<file path="src/rtl/mpSchedPkg.sv">
package mpSchedPkg;

  typedef enum logic [1:0] {
    ST_IDLE   = 2'd0,
    ST_HOLD   = 2'd1,
    ST_LAUNCH = 2'd2,
    ST_ISSUE  = 2'd3
  } schedStateT;

  // strobes from control to datapath
  typedef struct packed {
    logic loadHold;    // capture first request of a candidate pair
    logic tickTimer;   // one more cycle spent waiting for a partner
    logic takePair;    // build a two-plane descriptor from hold + input
    logic takeSingle;  // build a single-plane descriptor from hold
    logic takeDirect;  // build a striped descriptor from input, step pointer
  } stepT;

endpackage

</file>
<file path="src/rtl/mpPairCtrl.sv">
module mpPairCtrl
  import mpSchedPkg::*;
(
  input  logic clk,
  input  logic rst_n,
  input  logic policyDieFirst,
  input  logic reqValid,
  input  logic issReady,
  input  logic pairOk,
  input  logic timeUp,
  input  logic targetBusy,
  output logic reqReady,
  output logic issValid,
  output stepT step
);

  schedStateT state, nextState;

  always_comb begin
    step      = '0;
    reqReady  = 1'b0;
    nextState = state;
    unique case (state)
      ST_IDLE: begin
        reqReady = 1'b1;
        if (reqValid) begin
          if (policyDieFirst) begin
            step.takeDirect = 1'b1;
            nextState       = ST_LAUNCH;
          end else begin
            step.loadHold = 1'b1;
            nextState     = ST_HOLD;
          end
        end
      end
      ST_HOLD: begin
        reqReady = pairOk;
        if (reqValid && pairOk) begin
          step.takePair = 1'b1;
          nextState     = ST_LAUNCH;
        end else if (timeUp) begin
          step.takeSingle = 1'b1;
          nextState       = ST_LAUNCH;
        end else begin
          step.tickTimer = 1'b1;
        end
      end
      ST_LAUNCH: begin
        if (!targetBusy) nextState = ST_ISSUE;
      end
      ST_ISSUE: begin
        if (issReady) nextState = ST_IDLE;
      end
      default: nextState = ST_IDLE;
    endcase
  end

  always_ff @(posedge clk or negedge rst_n) begin
    if (!rst_n) state <= ST_IDLE;
    else        state <= nextState;
  end

  assign issValid = (state == ST_ISSUE);

  // a held request never coexists with acceptance of a rule breaker
  p_hold_reject_r3: assert property (@(posedge clk) disable iff (!rst_n)
    (state == ST_HOLD && reqValid && !pairOk) |-> !reqReady);

endmodule

</file>
<file path="src/rtl/mpPairPath.sv">
module mpPairPath
  import mpSchedPkg::*;
#(
  parameter int NUM_DIES    = 4,
  parameter int NUM_PLANES  = 2,
  parameter int PAGE_W      = 8,
  parameter int WAIT_CYCLES = 4,
  localparam int DIE_W   = $clog2(NUM_DIES),
  localparam int PLANE_W = $clog2(NUM_PLANES),
  localparam int CNT_W   = $clog2(WAIT_CYCLES + 1)
) (
  input  logic                  clk,
  input  logic                  rst_n,
  input  stepT                  step,
  input  logic [DIE_W-1:0]      reqDie,
  input  logic [PLANE_W-1:0]    reqPlane,
  input  logic [PAGE_W-1:0]     reqPage,
  input  logic [NUM_DIES-1:0]   dieBusy,
  output logic                  pairOk,
  output logic                  timeUp,
  output logic                  targetBusy,
  output logic [DIE_W-1:0]      issDie,
  output logic [NUM_PLANES-1:0] issMask,
  output logic [PAGE_W-1:0]     issPage
);

  logic [DIE_W-1:0]      holdDie, diePtr, outDie;
  logic [PLANE_W-1:0]    holdPlane;
  logic [PAGE_W-1:0]     holdPage, outPage;
  logic [CNT_W-1:0]      waitCnt;
  logic [NUM_PLANES-1:0] reqHot, holdHot, outMask;

  for (genvar p = 0; p < NUM_PLANES; p++) begin : g_hot
    assign reqHot[p]  = (reqPlane  == PLANE_W'(p));
    assign holdHot[p] = (holdPlane == PLANE_W'(p));
  end

  assign pairOk = (reqDie == holdDie) && (reqPage == holdPage) &&
                  (reqPlane != holdPlane);
  assign timeUp = (waitCnt == CNT_W'(WAIT_CYCLES - 1));

  always_ff @(posedge clk or negedge rst_n) begin
    if (!rst_n) begin
      holdDie   <= '0;
      holdPlane <= '0;
      holdPage  <= '0;
      waitCnt   <= '0;
    end else if (step.loadHold) begin
      holdDie   <= reqDie;
      holdPlane <= reqPlane;
      holdPage  <= reqPage;
      waitCnt   <= '0;
    end else if (step.tickTimer) begin
      waitCnt   <= waitCnt + CNT_W'(1);
    end
  end

  always_ff @(posedge clk or negedge rst_n) begin
    if (!rst_n) begin
      diePtr  <= '0;
      outDie  <= '0;
      outMask <= '0;
      outPage <= '0;
    end else begin
      if (step.takeDirect) begin
        outDie  <= diePtr;
        outMask <= reqHot;
        outPage <= reqPage;
        diePtr  <= (diePtr == DIE_W'(NUM_DIES - 1)) ? '0 : diePtr + DIE_W'(1);
      end
      if (step.takePair) begin
        outDie  <= holdDie;
        outMask <= holdHot | reqHot;
        outPage <= holdPage;
      end
      if (step.takeSingle) begin
        outDie  <= holdDie;
        outMask <= holdHot;
        outPage <= holdPage;
      end
    end
  end

  assign targetBusy = dieBusy[outDie];
  assign issDie     = outDie;
  assign issMask    = outMask;
  assign issPage    = outPage;

  // the wait counter never runs past the configured window
  p_wait_window_r4: assert property (@(posedge clk) disable iff (!rst_n)
    step.tickTimer |=> (waitCnt <= CNT_W'(WAIT_CYCLES - 1)));

endmodule

</file>
<file path="src/rtl/mpPairSched.sv">
module mpPairSched
  import mpSchedPkg::*;
#(
  parameter int NUM_DIES    = 4,
  parameter int NUM_PLANES  = 2,
  parameter int PAGE_W      = 8,
  parameter int WAIT_CYCLES = 4,
  localparam int DIE_W   = $clog2(NUM_DIES),
  localparam int PLANE_W = $clog2(NUM_PLANES)
) (
  input  logic                  clk,
  input  logic                  rst_n,
  input  logic                  policyDieFirst,
  input  logic                  reqValid,
  output logic                  reqReady,
  input  logic [DIE_W-1:0]      reqDie,
  input  logic [PLANE_W-1:0]    reqPlane,
  input  logic [PAGE_W-1:0]     reqPage,
  input  logic [NUM_DIES-1:0]   dieBusy,
  output logic                  issValid,
  input  logic                  issReady,
  output logic [DIE_W-1:0]      issDie,
  output logic [NUM_PLANES-1:0] issMask,
  output logic [PAGE_W-1:0]     issPage
);

  stepT step;
  logic pairOk, timeUp, targetBusy;

  mpPairCtrl ctrl_i (
    .clk(clk), .rst_n(rst_n), .policyDieFirst(policyDieFirst),
    .reqValid(reqValid), .issReady(issReady), .pairOk(pairOk),
    .timeUp(timeUp), .targetBusy(targetBusy), .reqReady(reqReady),
    .issValid(issValid), .step(step)
  );

  mpPairPath #(
    .NUM_DIES(NUM_DIES), .NUM_PLANES(NUM_PLANES),
    .PAGE_W(PAGE_W), .WAIT_CYCLES(WAIT_CYCLES)
  ) path_i (
    .clk(clk), .rst_n(rst_n), .step(step), .reqDie(reqDie),
    .reqPlane(reqPlane), .reqPage(reqPage), .dieBusy(dieBusy),
    .pairOk(pairOk), .timeUp(timeUp), .targetBusy(targetBusy),
    .issDie(issDie), .issMask(issMask), .issPage(issPage)
  );

  // a pending descriptor holds its fields until taken
  p_desc_stable_r7: assert property (@(posedge clk) disable iff (!rst_n)
    (issValid && !issReady) |=> (issValid && $stable(issDie) &&
                                 $stable(issMask) && $stable(issPage)));

  // single bus owner, no intake while a descriptor is out
  p_single_owner_r7: assert property (@(posedge clk) disable iff (!rst_n)
    issValid |-> !reqReady);

  // a descriptor appears only after its die was seen idle
  p_idle_target_r6: assert property (@(posedge clk) disable iff (!rst_n)
    (issValid && !$past(issValid)) |-> !$past(dieBusy[issDie]));

  // one or two planes per descriptor
  p_mask_weight_r2: assert property (@(posedge clk) disable iff (!rst_n)
    issValid |-> ($countones(issMask) == 1 || $countones(issMask) == 2));

endmodule

</file>
<file path="config.mk">
export PLATFORM = sky130hd
export DESIGN_NAME = mpPairSched
export DESIGN_NICKNAME = d
export VERILOG_FILES = /design/src/rtl/mpSchedPkg.sv /design/src/rtl/mpPairCtrl.sv /design/src/rtl/mpPairPath.sv /design/src/rtl/mpPairSched.sv
export SDC_FILE = /design/constraint.sdc
export NUM_CORES = 1
export LEC_CHECK = 0
export BUFFER_PORTS_ARGS = -buffer_cell sky130_fd_sc_hd__buf_2
export CAP_MARGIN = 20
export CORE_MARGIN = 3
export CORE_UTILIZATION = 30
export DETAILED_ROUTE_END_ITERATION = 6
export PLACE_DENSITY_LB_ADDON = 0.3
export SLEW_MARGIN = 30
export SYNTH_ARGS = -nofsm -noshare
export SYNTH_HDL_FRONTEND = slang
export SYNTH_SLANG_ARGS = --single-unit
</file>
<file path="constraint.sdc">
create_clock -name clk -period 3.3 [get_ports clk]
set_input_delay 0.165 -clock clk [delete_from_list [all_inputs] [get_ports clk]]
set_output_delay 0.165 -clock clk [all_outputs]
set_load 0.1 [all_outputs]
</file>
==> flow_metrics.tcl <==
set metrics [dict create \
    combPwrFrac_pct 57.0 \
    synth_warnings 0 \
    area_delta_synth_final_pct 19.6 \
    async_flop_share_pct 100 \
    cts_tree "built" \
    p_per_area_nw_per_um2 1120 \
    ys_ff_latch 30 \
    crit_fanout 9 \
    timing.rr.end "path_i.issMask[0]$_DFFE_PN0P_" \
    timing.hold.worst.class "input pin to flop" \
    crit_chain "inv_1 -> ha_1 -> nand3_1 -> nor4_1 -> or2_2 -> buf_2" \
    grtUsageTotal_pct 13.6 \
    layout_setup_ws_ns 0.867 \
    clk_path_buf_depth 2 \
    period_share_pct 73.7 \
    dp_hpwl_um 2790 \
    endpoint_kind "primary output" \
    layout_commonest_cell "nand2_1" \
    cp_num_buf_inv 2 \
    die-area_um2 6580 \
    grt_max_degree 31 \
    drt-initial-drc-count 48 \
    cpPeakStageDelay_ns 0.42 \
    timing.fmax_ghz 0.411 \
    ir_worst_vdd_uv 417 \
    ys_seq_area_share_pct 44.3 \
    postPlaceCellArea_um2 1930 \
    port_buffers 33 \
    place_congestion 0.780 \
    cts_buffers 5 \
    setup-violations-final 0 \
    swShare_pct 53.8 \
    fin_skew_ns 0.00306 \
    cp-startpoint "ctrl_i.state[1]$_DFFE_PN0P_" \
    grt_use_met3_pct 3.66 \
    vias 1343 \
    critical_path.top_delay_family "simple AND/OR/NAND/NOR gates" \
    cap_viol_max_count 0 \
    use_met2_pct 22.2 \
    power_frac_seq_pct 29.6 \
    ys.flop_type "dfrtp_1" \
    initial_core_util_pct 32.1 \
    slew_headroom_pct 54.2 \
    antenna_cells 0 \
    routed_wirelength_um 3800 \
    cts_setup_buffers 0 \
    cts-root-buf "clkbuf_8" \
    setup.worst_path.end "reqReady" \
    cts_sinks 30 \
    vias_per_cell 4.76 \
    critPathKind "flop to primary output" \
    arrival_ns 2.27 \
    grt_first_pass_wirelength_um 6780 \
    synth.avg_cell_area_um2 9.74 \
    outcome "complete, no violations" \
    insertion_delay_ns 0.28 \
    reg2regPathDepth 6 \
    min_period_ns 2.43 \
    slowest_stage "buf_2" \
    worstMarginPinSlew_ns 0.687 \
    coreArea_um2 5270 \
    slew_violations 0 \
    first_global_vias 1413 \
    drc 0 \
    synth_nets 203 \
    die_width_um 81.1 \
    fin_area_um2 2030 \
    cp.depth 6 \
    synth_edf_count 0 \
    busiest_layer "met2" \
    ys_types 34 \
    clockPowerShare_pct 13.4 \
    rows 26 \
    antenna_found_initial 0 \
    clkTransAtPathRegs_ns 0.06 \
    synthCells 174 \
    p_int_mw 1.05 \
    start_kind "flop" \
    leakage_nw 1.05 \
    p_switching_mw 1.22 \
    tns_ns 0 \
    die_h_um 81.1 \
    final_cell_mix "nand2_1, buf_2, dfrtp_1, mux2i_1" \
    routedWlPerCell_um 13.5 \
    r2r_slack_ns 1.25 \
    num_io_pins 34 \
    dr.pass1.iters 4 \
    hold_viol 0 \
    grt-ovfl-total 0 \
    met1_usage_pct 16.9 \
    fillers 570 \
    detail-route-antenna-nets 0 \
    preCtsSetupSlack_ns 1.12 \
    rsz0062_at_grt "false" \
    htreeDepth 2 \
    rr_startpoint "ctrl_i.state[1]$_DFFE_PN0P_" \
    final_nets 240 \
    drive_gt1_share_pct 23.6 \
    required_ns 3.13 \
    whs_ns 0.116 \
    syn_area_um2 1690 \
]
==> cells in the mapped netlist, types with 3 or more instances <==
cell type,number,area (um^2)
a21oi_1,3,15.0
nand4_1,5,31.3
inv_1,10,37.5
dfrtp_1,30,751
o21ai_1,10,50.1
xnor2_1,8,70.1
nand2_1,45,169
clkbuf_1,3,11.3
mux2i_1,14,140
nand3_1,5,25.0
o21ai_0,3,15.0
ha_1,9,113
==> worst register-to-register path, cell delays in order, from the launching register on <==
cell and delay (ns):
dfrtp_1 0.40, inv_1 0.11, ha_1 0.37, nand4_1 0.20, o41ai_4 0.42, buf_4 0.30, o22ai_1 0.11
==> flip-flops by register name (all words and copies together) (netlist names) <==
name / flops
path_i.issDie: 2
path_i.issMask: 2
ctrl_i.state: 2
path_i.diePtr: 2
path_i.holdPage: 8
path_i.holdPlane: 1
path_i.holdDie: 2
path_i.issPage: 8
path_i.waitCnt: 3
==> timing repair <==
item | 4_1_cts | 5_1_grt
resized for setup | 0 | 0
endpoints found under the hold margin | 30 | 0
hold buffers | 1 | 0
==> worst min path at each step <==
| stage | startpoint | end | slack [ns] | cells after the start |
|---|---|---|---|---|
| after floorplan | rst_n | ctrl_i.state[0]$_DFFE_PN0P_ | -0.13 | 0 |
| after global placement | rst_n | ctrl_i.state[0]$_DFFE_PN0P_ | 0.26 | 1 |
| after detailed placement | rst_n | ctrl_i.state[0]$_DFFE_PN0P_ | 0.26 | 1 |
| after CTS | reqPage[4] | path_i.holdPage[4]$_DFFE_PN0P_ | 0.10 | 3 |
| after global routing | reqPage[3] | path_i.holdPage[3]$_DFFE_PN0P_ | 0.13 | 3 |
| final | reqDie[0] | path_i.holdDie[0]$_DFFE_PN0P_ | 0.12 | 3 |
==> power by group through the flow <==
stage / combinational (mW) / clock [mW] / sequential [mW]
after floorplan: 0.578 / 0 / 1.17
after global placement: 1.29 / 0 / 0.677
after detailed placement: 1.30 / 0 / 0.683
after CTS: 1.31 / 0.323 / 0.676
after global routing: 1.41 / 0.335 / 0.707
final: 1.29 / 0.305 / 0.673
==> cells by family after synthesis <==
logic type                 count (synthesis)  share of synthesized area [%]
AOI/OAI and AO/OA                         27                           11.3
xor gates and xnor gates                  10                           6.06
adders and majority gates                  9                           6.65
buffers and inverters                     17                           4.80
DFF                                       30                           44.3
muxes                                     16                           10.3
and+or+nand+nor                           65                           16.6
==> per-layer routing <==
metal / routed length (um) / vias to the layer above
met1: 1700 / 647
met5: 0 / -
met2: 1890 / 20
met4: 72 / 0
met3: 137 / 8
li1: - / 668
==> layout make-up <==
cell class | instances | area (um^2) | share of cell area [%]
timing repair buffer | 37 | 198 | 9.75
clock inverter | 1 | 5.00 | 0.247
tap | 70 | 87.6 | 4.32
inverter | 10 | 37.5 | 1.85
multi-input combinational | 127 | 862 | 42.5
clock buffer | 7 | 86.3 | 4.26
sequential | 30 | 751 | 37.0
==> through the flow <==
| stage | std cells | utilization [%] | total power [mW] |
|---|---|---|---|
| floorplan | 174 | - | 1.75 |
| global placement | 273 | 36.5 | 1.97 |
| detailed placement | 273 | 36.5 | 1.98 |
| CTS | 282 | 38.5 | 2.31 |
| global route | 282 | 38.5 | 2.45 |
| finish | 282 | 38.5 | 2.27 |
Power figures use the tool's default switching activity.
